$ cat src/rtl/phy_scan_pkg.sv
package phy_scan_pkg;

  typedef enum logic [1:0] {
    ST_IDLE,
    ST_PROBE,
    ST_IDENT,
    ST_PAUSE
  } scanState_t;

  // strobes from control to datapath
  typedef struct packed {
    logic clearRes;
    logic scanInit;
    logic addrNext;
    logic passNext;
    logic pauseClr;
    logic pauseTick;
    logic loadLow;
    logic loadHigh;
  } scanCtrl_t;

endpackage

$ cat src/rtl/phy_scan_dp.sv
module phy_scan_dp
  import phy_scan_pkg::*;
#(
  parameter int ADDR_W      = 5,
  parameter int DATA_W      = 16,
  parameter int MAX_PASSES  = 11,
  parameter int WAIT_CYCLES = 1000000
) (
  input  logic                clk,
  input  logic                rstN,
  input  scanCtrl_t           ctrl,
  input  logic [DATA_W-1:0]   ackData,
  output logic [ADDR_W-1:0]   curAddr,
  output logic                addrLast,
  output logic                passLast,
  output logic                pauseDone,
  output logic                replyEmpty,
  output logic                found,
  output logic [ADDR_W-1:0]   foundAddr,
  output logic [2*DATA_W-1:0] phyId
);

  localparam int PASS_W = (MAX_PASSES > 1) ? $clog2(MAX_PASSES) : 1;
  localparam int WAIT_W = (WAIT_CYCLES > 1) ? $clog2(WAIT_CYCLES) : 1;
  localparam logic [PASS_W-1:0] PASS_END = PASS_W'(MAX_PASSES - 1);
  localparam logic [WAIT_W-1:0] WAIT_END = WAIT_W'(WAIT_CYCLES - 1);

  logic [PASS_W-1:0] passCnt;
  logic [WAIT_W-1:0] pauseCnt;

  assign addrLast   = (curAddr == '1);
  assign passLast   = (passCnt == PASS_END);
  assign pauseDone  = (pauseCnt == WAIT_END);
  assign replyEmpty = (ackData == '1);

  always_ff @(posedge clk) begin
    if (!rstN) begin
      curAddr <= '0;
      passCnt <= '0;
    end else begin
      if (ctrl.scanInit) begin
        curAddr <= '0;
        passCnt <= '0;
      end else if (ctrl.passNext) begin
        curAddr <= '0;
        passCnt <= passCnt + 1'b1;
      end else if (ctrl.addrNext) begin
        curAddr <= curAddr + 1'b1;
      end
    end
  end

  always_ff @(posedge clk) begin
    if (!rstN) begin
      pauseCnt <= '0;
    end else if (ctrl.pauseClr) begin
      pauseCnt <= '0;
    end else if (ctrl.pauseTick) begin
      pauseCnt <= pauseCnt + 1'b1;
    end
  end

  always_ff @(posedge clk) begin
    if (!rstN || ctrl.clearRes) begin
      found     <= 1'b0;
      foundAddr <= '1;
      phyId     <= '0;
    end else begin
      if (ctrl.loadLow) begin
        phyId[DATA_W-1:0] <= ackData;
        foundAddr         <= curAddr;
      end
      if (ctrl.loadHigh) begin
        phyId[2*DATA_W-1:DATA_W] <= ackData;
        found                    <= 1'b1;
      end
    end
  end

endmodule

$ cat src/rtl/phy_scan_ctrl.sv
module phy_scan_ctrl
  import phy_scan_pkg::*;
#(
  parameter int          REG_W      = 5,
  parameter logic [4:0]  ID_LO_REG  = 5'd3,
  parameter logic [4:0]  ID_HI_REG  = 5'd2
) (
  input  logic             clk,
  input  logic             rstN,
  input  logic             start,
  input  logic             ack,
  input  logic             addrLast,
  input  logic             passLast,
  input  logic             pauseDone,
  input  logic             replyEmpty,
  output scanCtrl_t        ctrl,
  output logic             req,
  output logic [REG_W-1:0] regSel,
  output logic             busy,
  output logic             done
);

  scanState_t state, stateNext;
  logic       doneNext;

  always_comb begin
    stateNext = state;
    doneNext  = 1'b0;
    ctrl      = '0;
    unique case (state)
      ST_IDLE: begin
        if (start) begin
          ctrl.clearRes = 1'b1;
          ctrl.scanInit = 1'b1;
          stateNext     = ST_PROBE;
        end
      end
      ST_PROBE: begin
        if (ack) begin
          if (!replyEmpty) begin
            ctrl.loadLow = 1'b1;
            stateNext    = ST_IDENT;
          end else if (!addrLast) begin
            ctrl.addrNext = 1'b1;
          end else if (passLast) begin
            stateNext = ST_IDLE;
            doneNext  = 1'b1;
          end else begin
            ctrl.pauseClr = 1'b1;
            stateNext     = ST_PAUSE;
          end
        end
      end
      ST_IDENT: begin
        if (ack) begin
          ctrl.loadHigh = 1'b1;
          stateNext     = ST_IDLE;
          doneNext      = 1'b1;
        end
      end
      ST_PAUSE: begin
        if (pauseDone) begin
          ctrl.passNext = 1'b1;
          stateNext     = ST_PROBE;
        end else begin
          ctrl.pauseTick = 1'b1;
        end
      end
      default: stateNext = ST_IDLE;
    endcase
  end

  always_ff @(posedge clk) begin
    if (!rstN) begin
      state <= ST_IDLE;
      done  <= 1'b0;
    end else begin
      state <= stateNext;
      done  <= doneNext;
    end
  end

  assign req    = (state == ST_PROBE) || (state == ST_IDENT);
  assign regSel = (state == ST_IDENT) ? REG_W'(ID_HI_REG) : REG_W'(ID_LO_REG);
  assign busy   = (state != ST_IDLE);

endmodule

$ cat src/rtl/phy_probe_scan.sv
module phy_probe_scan
  import phy_scan_pkg::*;
#(
  parameter int MAX_PASSES  = 11,
  parameter int WAIT_CYCLES = 1000000
) (
  input  logic        clk,
  input  logic        rstN,
  input  logic        start,
  output logic        mgmtReq,
  output logic [4:0]  mgmtPhy,
  output logic [4:0]  mgmtReg,
  input  logic        mgmtAck,
  input  logic [15:0] mgmtData,
  output logic        busy,
  output logic        done,
  output logic        found,
  output logic [4:0]  foundAddr,
  output logic [31:0] phyId
);

  localparam int ADDR_W = 5;
  localparam int REG_W  = 5;
  localparam int DATA_W = 16;

  scanCtrl_t ctrl;
  logic      addrLast, passLast, pauseDone, replyEmpty;
  logic      ackSeen;

  assign ackSeen = mgmtAck & mgmtReq;

  phy_scan_ctrl #(
    .REG_W    (REG_W),
    .ID_LO_REG(5'd3),
    .ID_HI_REG(5'd2)
  ) i_ctrl (
    .clk       (clk),
    .rstN      (rstN),
    .start     (start),
    .ack       (ackSeen),
    .addrLast  (addrLast),
    .passLast  (passLast),
    .pauseDone (pauseDone),
    .replyEmpty(replyEmpty),
    .ctrl      (ctrl),
    .req       (mgmtReq),
    .regSel    (mgmtReg),
    .busy      (busy),
    .done      (done)
  );

  phy_scan_dp #(
    .ADDR_W     (ADDR_W),
    .DATA_W     (DATA_W),
    .MAX_PASSES (MAX_PASSES),
    .WAIT_CYCLES(WAIT_CYCLES)
  ) i_dp (
    .clk       (clk),
    .rstN      (rstN),
    .ctrl      (ctrl),
    .ackData   (mgmtData),
    .curAddr   (mgmtPhy),
    .addrLast  (addrLast),
    .passLast  (passLast),
    .pauseDone (pauseDone),
    .replyEmpty(replyEmpty),
    .found     (found),
    .foundAddr (foundAddr),
    .phyId     (phyId)
  );

endmodule

$ cat config.mk
export PLATFORM = sky130hd
export DESIGN_NAME = phy_probe_scan
export DESIGN_NICKNAME = d
export VERILOG_FILES = /design/src/rtl/phy_scan_pkg.sv /design/src/rtl/phy_scan_dp.sv /design/src/rtl/phy_scan_ctrl.sv /design/src/rtl/phy_probe_scan.sv
export SDC_FILE = /design/constraint.sdc
export NUM_CORES = 1
export LEC_CHECK = 0
export ABC_AREA = 1
export BUFFER_PORTS_ARGS = -buffer_cell sky130_fd_sc_hd__clkbuf_2
export CAP_MARGIN = 15
export CORE_MARGIN = 4
export CORE_UTILIZATION = 45
export CTS_BUF_LIST = sky130_fd_sc_hd__clkbuf_16
export CTS_CLUSTER_SIZE = 40
export DETAILED_ROUTE_END_ITERATION = 8
export PLACE_DENSITY = 0.79
export SLEW_MARGIN = 10
export SYNTH_ARGS = -nofsm -noshare
export SYNTH_HDL_FRONTEND = slang
export SYNTH_SLANG_ARGS = --single-unit
$ cat constraint.sdc
create_clock -name clk -period 2.5 [get_ports clk]
set_input_delay 0.125 -clock clk [delete_from_list [all_inputs] [get_ports clk]]
set_output_delay 0.125 -clock clk [all_outputs]
set_load 0.01 [all_outputs]
==> Word-level counts from Yosys, hierarchy flattened <==
Index checks and enable logic that the tools add are counted.
{ "totals": {"ff_bits": 70, "word_cells": 69} }
{ "op_classes": {"eq_ne": 12, "reduce_logical": 9, "mux": 34, "add_sub_neg": 3, "bitwise": 2} }
{ "ops": {"columns": ["cell", "n"], "rows": [
  ["1-bit 2-to-1 mux", 23],
  ["20-bit by 1-bit adder with 20-bit output, second input constant", 1],
  ["20-bit == test, second input constant", 1],
  ["2-bit 2-to-1 mux", 9],
  ["16-bit == test, second input constant", 1],
  ["2-bit one-hot mux with 4 select lines", 1],
  ["2-bit inequality test, second input constant", 3],
  ["5-bit by 1-bit adder with 5-bit output, second input constant", 1],
  ["5-bit == test, second input constant", 1],
  ["5-bit AND reduction", 1],
  ["4-bit by 1-bit adder with 4-bit output, second input constant", 1],
  ["2-bit == test, second input constant", 2],
  ["4-bit == test, second input constant", 1],
  ["2-bit OR reduction", 2],
  ["3-bit by 2-bit inequality test with 1-bit output, second input constant", 1],
  ["3-bit OR reduction", 1],
  ["2-bit by 1-bit == test with 1-bit output, second input constant", 1],
  ["2-bit zero test", 1],
  ["1-bit logical OR", 2],
  ["2-bit by 1-bit inequality test with 1-bit output, second input constant", 1],
  ["1-bit one-hot mux with 2 select lines", 1],
  ["2-bit nonzero test", 1],
  ["1-bit bitwise AND", 1],
  ["1-bit zero test", 1],
  ["1-bit NOT", 1]
]} }

==> Depth between registers and ports, before layout <==
{ "depth": {"ltp_word": 7, "depth_mapped": 11, "mapped_depth_nobuf": 11} }

==> Hierarchy <==
A second synthesis with hierarchy kept.
{ "unflattened": {"cells_unflattened": 469, "hier_area_um2": 3320.7} }
{ "modules_own_cells": {"columns": ["mod", "seq_area_each_um2", "area_per_inst_um2", "instances", "cells_per_inst"], "rows": [
  ["phy_scan_dp", 1341.3, 2926.6, 1, 400],
  ["phy_scan_ctrl", 60.1, 386.6, 1, 67],
  ["phy_probe_scan", 0.0, 7.5, 1, 2]
]} }

==> Worst setup path after synthesis <==
Ideal clock, no wire load.
{ "synth_path": {"path_kind": "flip-flop to flip-flop", "startpoint": "reg i_ctrl.state[0]", "endpoint": "reg i_dp.phyId[23]", "path_slack_ps": 793, "period_less_slack_ps": 1707, "t_required_ps": 2380, "setup_time_ps": 120, "arrival_time_ps": 1588, "path_stages_with_launch": 10, "path_cell_list": "dfxtp_1 -> inv_1 -> ha_1 -> nand2_1 -> inv_1 -> buf_2 -> nand2_1 -> buf_2 -> nand2_1 -> a21oi_1"} }
{ "synth_between": {"elab_chain_len": 5, "elab_cells_between_ends": 9, "cone_classes": "2 x eq/ne; 3 x mux; 1 x bitwise; 3 x reduce/logical"} }
{ "synth_lines": {"columns": ["element", "line_no", "text"], "rows": [
  ["start: declaration", "phy_scan_ctrl.sv:23", "scanState_t state, stateNext;"],
  ["start signal: assignment", "phy_scan_ctrl.sv:78", "state <= stateNext;"],
  ["2-bit by 1-bit == test with 1-bit output or 2-bit == test (tied branches)", "phy_scan_ctrl.sv:83", "assign req = (state == ST_PROBE) || (state == ST_IDENT);"],
  ["1-bit logical OR *", "phy_scan_ctrl.sv:83", null],
  ["via mgmtReq", "phy_probe_scan.sv:10", "output logic mgmtReq,"],
  ["1-bit bitwise AND *", "phy_probe_scan.sv:30", "assign ackSeen = mgmtAck & mgmtReq;"],
  ["1-bit 2-to-1 mux *", "phy_scan_ctrl.sv:55", "if (ack) begin"],
  ["1-bit 2-to-1 mux *", "phy_scan_ctrl.sv:30", "unique case (state)"],
  ["end signal: indexed assignment", "phy_scan_dp.sv:70", "phyId[DATA_W-1:0] <= ackData;"],
  ["end signal: indexed assignment", "phy_scan_dp.sv:74", "phyId[2*DATA_W-1:DATA_W] <= ackData;"],
  ["end: declaration", "phy_scan_dp.sv:20", "output logic [2*DATA_W-1:0] phyId"]
]} }
Mark *: on every way through the listed nets, which the timed path passes. The rest lies on a longest branch.
A chain may end at the register's enable or synchronous reset.

==> Worst setup path after layout <==
{ "layout_path": {"startpoint": "reg i_dp.pauseCnt[0]", "endpoint": "reg i_ctrl.state[1]"} }
{ "layout_between": {"elab_chain_len": 3} }
{ "layout_lines": {"columns": ["element", "line_no", "text"], "rows": [
  ["start: declaration", "phy_scan_dp.sv:29", "logic [WAIT_W-1:0] pauseCnt;"],
  ["start signal: assignment", "phy_scan_dp.sv:59", "pauseCnt <= pauseCnt + 1'b1;"],
  ["20-bit == test", "phy_scan_dp.sv:33", "assign pauseDone = (pauseCnt == WAIT_END);"],
  ["2-bit by 1-bit inequality test with 1-bit output (no source line)", null, null],
  ["5-bit AND reduction (no source line)", null, null]
]} }
Every way passes these cells.

==> flow_metrics.tcl <==
set metrics [dict create \
    status "finished clean" \
    clkSinkCount 70 \
    crit-reg2reg-capture "i_ctrl.state[1]" \
    avgSynthCellArea_sq_um 6.86 \
    r2r_slack_ps 350 \
    worst_pin_slew_ps 678 \
    drive_above_1_share 0.180 \
    antenna_found_initial 0 \
    synth_top_area_cell "dfxtp_1" \
    ys_seq_area_frac 0.400 \
    nFillCells 671 \
    hp-class "input port to flip-flop" \
    coreArea_sq_um 7410 \
    post-place-cells 660 \
    setup_viol 0 \
    worstSetupStartpointType "flip-flop" \
    drt_iter0_markers 305 \
    slew-limit-headroom 0.547 \
    die_height_um 96.2 \
    worstSetupEndpointType "flip-flop" \
    crit_type "flip-flop to flip-flop" \
    antenna_cells 0 \
    critPathMaxStageDelay_ps 490 \
    clockRootBuffer "clkbuf_16" \
    drt_pre_antenna_iters 5 \
    start_util 0.473 \
    drv_cap 0 \
    areaGrowthSynthToFinish_pct 18.7 \
    clock_skew_ps 7.13 \
    drc_errors 0 \
    gp_congestion 0.912 \
    post_cts.repair.setup_buffers 0 \
    io_pins 71 \
    cp.arrival_ps 2360 \
    synth_cell_types 28 \
    io_buffers 66 \
    reg2reg_depth 10 \
    route.antenna.remaining_nets 0 \
    path_max_fanout 12 \
    power_density_nw_per_um2 777 \
    syn_area_sq_um 3500 \
    vias 3470 \
    slowest_stage "nor2_1" \
    fmax_mhz 466 \
    numCtsBuffers 9 \
    htree_levels 3 \
    grt_max_degree 24 \
    synth_top_cell_area_share 0.400 \
    synthTopCellsByArea "dfxtp_1, nand2_1, nor2_1, a21oi_1, nand3_1" \
    period_minus_slack_ps 2150 \
    hold_viol 0 \
    die_x_um 96.2 \
    totalWireLength_um 8710 \
    row_count 31 \
    wl_per_cell_um 12.9 \
    timing.rr.start "i_dp.pauseCnt[0]" \
    grt_pass1_wl_um 14100 \
    report.final.slew_viol_count 0 \
    via_per_inst 5.13 \
    setup.worst_path.start "i_dp.pauseCnt[0]" \
    grt_pass1_vias 3210 \
    rsz0062_at_grt "false" \
    dieArea_sq_um 9250 \
    cts-resized-gates 0 \
    synth_seq_cells 70 \
    crit_path_frequent_cell "nor2_1" \
    cts_tree "done" \
    p_leak_uw 0.00173 \
    ys.warnings.count 0 \
    hpwl_um 6330 \
    clkTransAtPathRegs_ps 60 \
    fin_cells 676 \
    grt_use_total 0.193 \
    clkLatencyLatePin_ps 320 \
    cts-hold-fix-buffers 0 \
    clock_path_buffers 2 \
    postSynthCellCount 510 \
    overflow 0 \
    finalCritPeriodShare 0.859 \
    setup_tns_ps 0 \
    crit_required_ps 2720 \
    crit_chain "ha_1 > nand3_2 > inv_1 > nand3_1 > nor2_2 > nor2_1 > buf_4 > nor2_1 > nor2_1 > nor2_1" \
    crit_end "i_ctrl.state[1]" \
    nets 601 \
    ir_drop_mv 0.516 \
    p_total_uw 3230 \
]
worst min path at each step:
stage | from | to | slack, ps | cells past startpoint
finish | rstN | i_ctrl.state[0] | 60 | 3
global route | rstN | i_ctrl.state[1] | 70 | 3
CTS | rstN | i_ctrl.state[0] | 50 | 3
detailed placement | rstN | i_ctrl.state[0] | 390 | 3
global placement | rstN | i_ctrl.state[0] | 390 | 3
floorplan | rstN | i_ctrl.state[1] | 250 | 2
cell usage in the layout (no fill, tap or decap), drive strengths merged, types with 6 or more instances in the layout:
cell type,Yosys,routed
nand4,7,7
ha,9,9
nand3,41,41
xnor2,6,6
clkbuf,4,75
dfxtp,70,70
nor2,97,97
o21ai,20,20
xor2,8,8
buf,19,6
a21oi,45,45
inv,34,36
nand2,138,138
critical path, delay by kind of cell, from the launching register on:
| kind | cells | cell delay [ps] |
|---|---|---|
| buffers and inverters | 2 | 400 |
| adder cells (fa/ha/maj) | 1 | 280 |
| flip-flops | 1 | 350 |
| AND/OR/NAND/NOR | 7 | 1000 |
logic make-up after synthesis:
group                      synth area share
AOI/OAI and AO/OA                    0.0994
adders and majority gates            0.0322
DFF                                   0.400
buffers and inverters                0.0801
other                               0.00215
xor gates and xnor gates             0.0350
and+or+nand+nor                       0.351
cell usage after synthesis (all sizes together):
cell	n
o21ai	20
xor2	8
nand3b	4
dfxtp	70
a21oi	45
nand2	138
xnor2	6
nand3	41
nor3	2
or2	2
nor2	97
clkbuf	4
ha	9
conb	2
buf	19
o211ai	2
nand4	7
inv	34
report_power, final:
| group | internal, uW | total [uW] | switching (uW) |
|---|---|---|---|
| combinational | 231 | 737 | 505 |
| clock | 775 | 1260 | 487 |
| sequential | 1180 | 1230 | 46.4 |
| total | 2190 | 3230 | 1040 |
stage by stage:
step	setup WS (ps)	hold slack, ps	util	area, sq um
global route	126	73.6	0.561	4160
detailed placement	349	392	0.520	3850
finish	353	56.1	0.561	4160
floorplan	793	246	-	3510
CTS	338	51.8	0.561	4160
global placement	408	391	0.520	3850
per-layer routing:
metal | GRT usage | share of wire
met1 | 0.255 | 0.45
met2 | 0.308 | 0.46
met3 | 0.0328 | 0.068
met4 | 0.0829 | 0.019
met5 | 0 | 0
flip-flops by register name, indices dropped and copies added (netlist names):
name	cells
i_dp.curAddr	5
i_dp.foundAddr	5
i_dp.passCnt	4
i_dp.pauseCnt	20
i_ctrl.state	2
i_dp.found	1
i_dp.phyId	32
i_ctrl.done	1
layout make-up:
| cell class | instances | area (sq um) | share of cell area |
|---|---|---|---|
| clock inverters | 7 | 75.1 | 0.0181 |
| well taps | 99 | 124 | 0.0298 |
| clock buffers | 9 | 225 | 0.0542 |
| inverters | 34 | 128 | 0.0307 |
| flip-flops and latches | 70 | 1400 | 0.337 |
| repair buffers | 72 | 375 | 0.0903 |
| multi-input cells | 385 | 1830 | 0.440 |
Note: power is estimated with default switching activity, not from simulation.
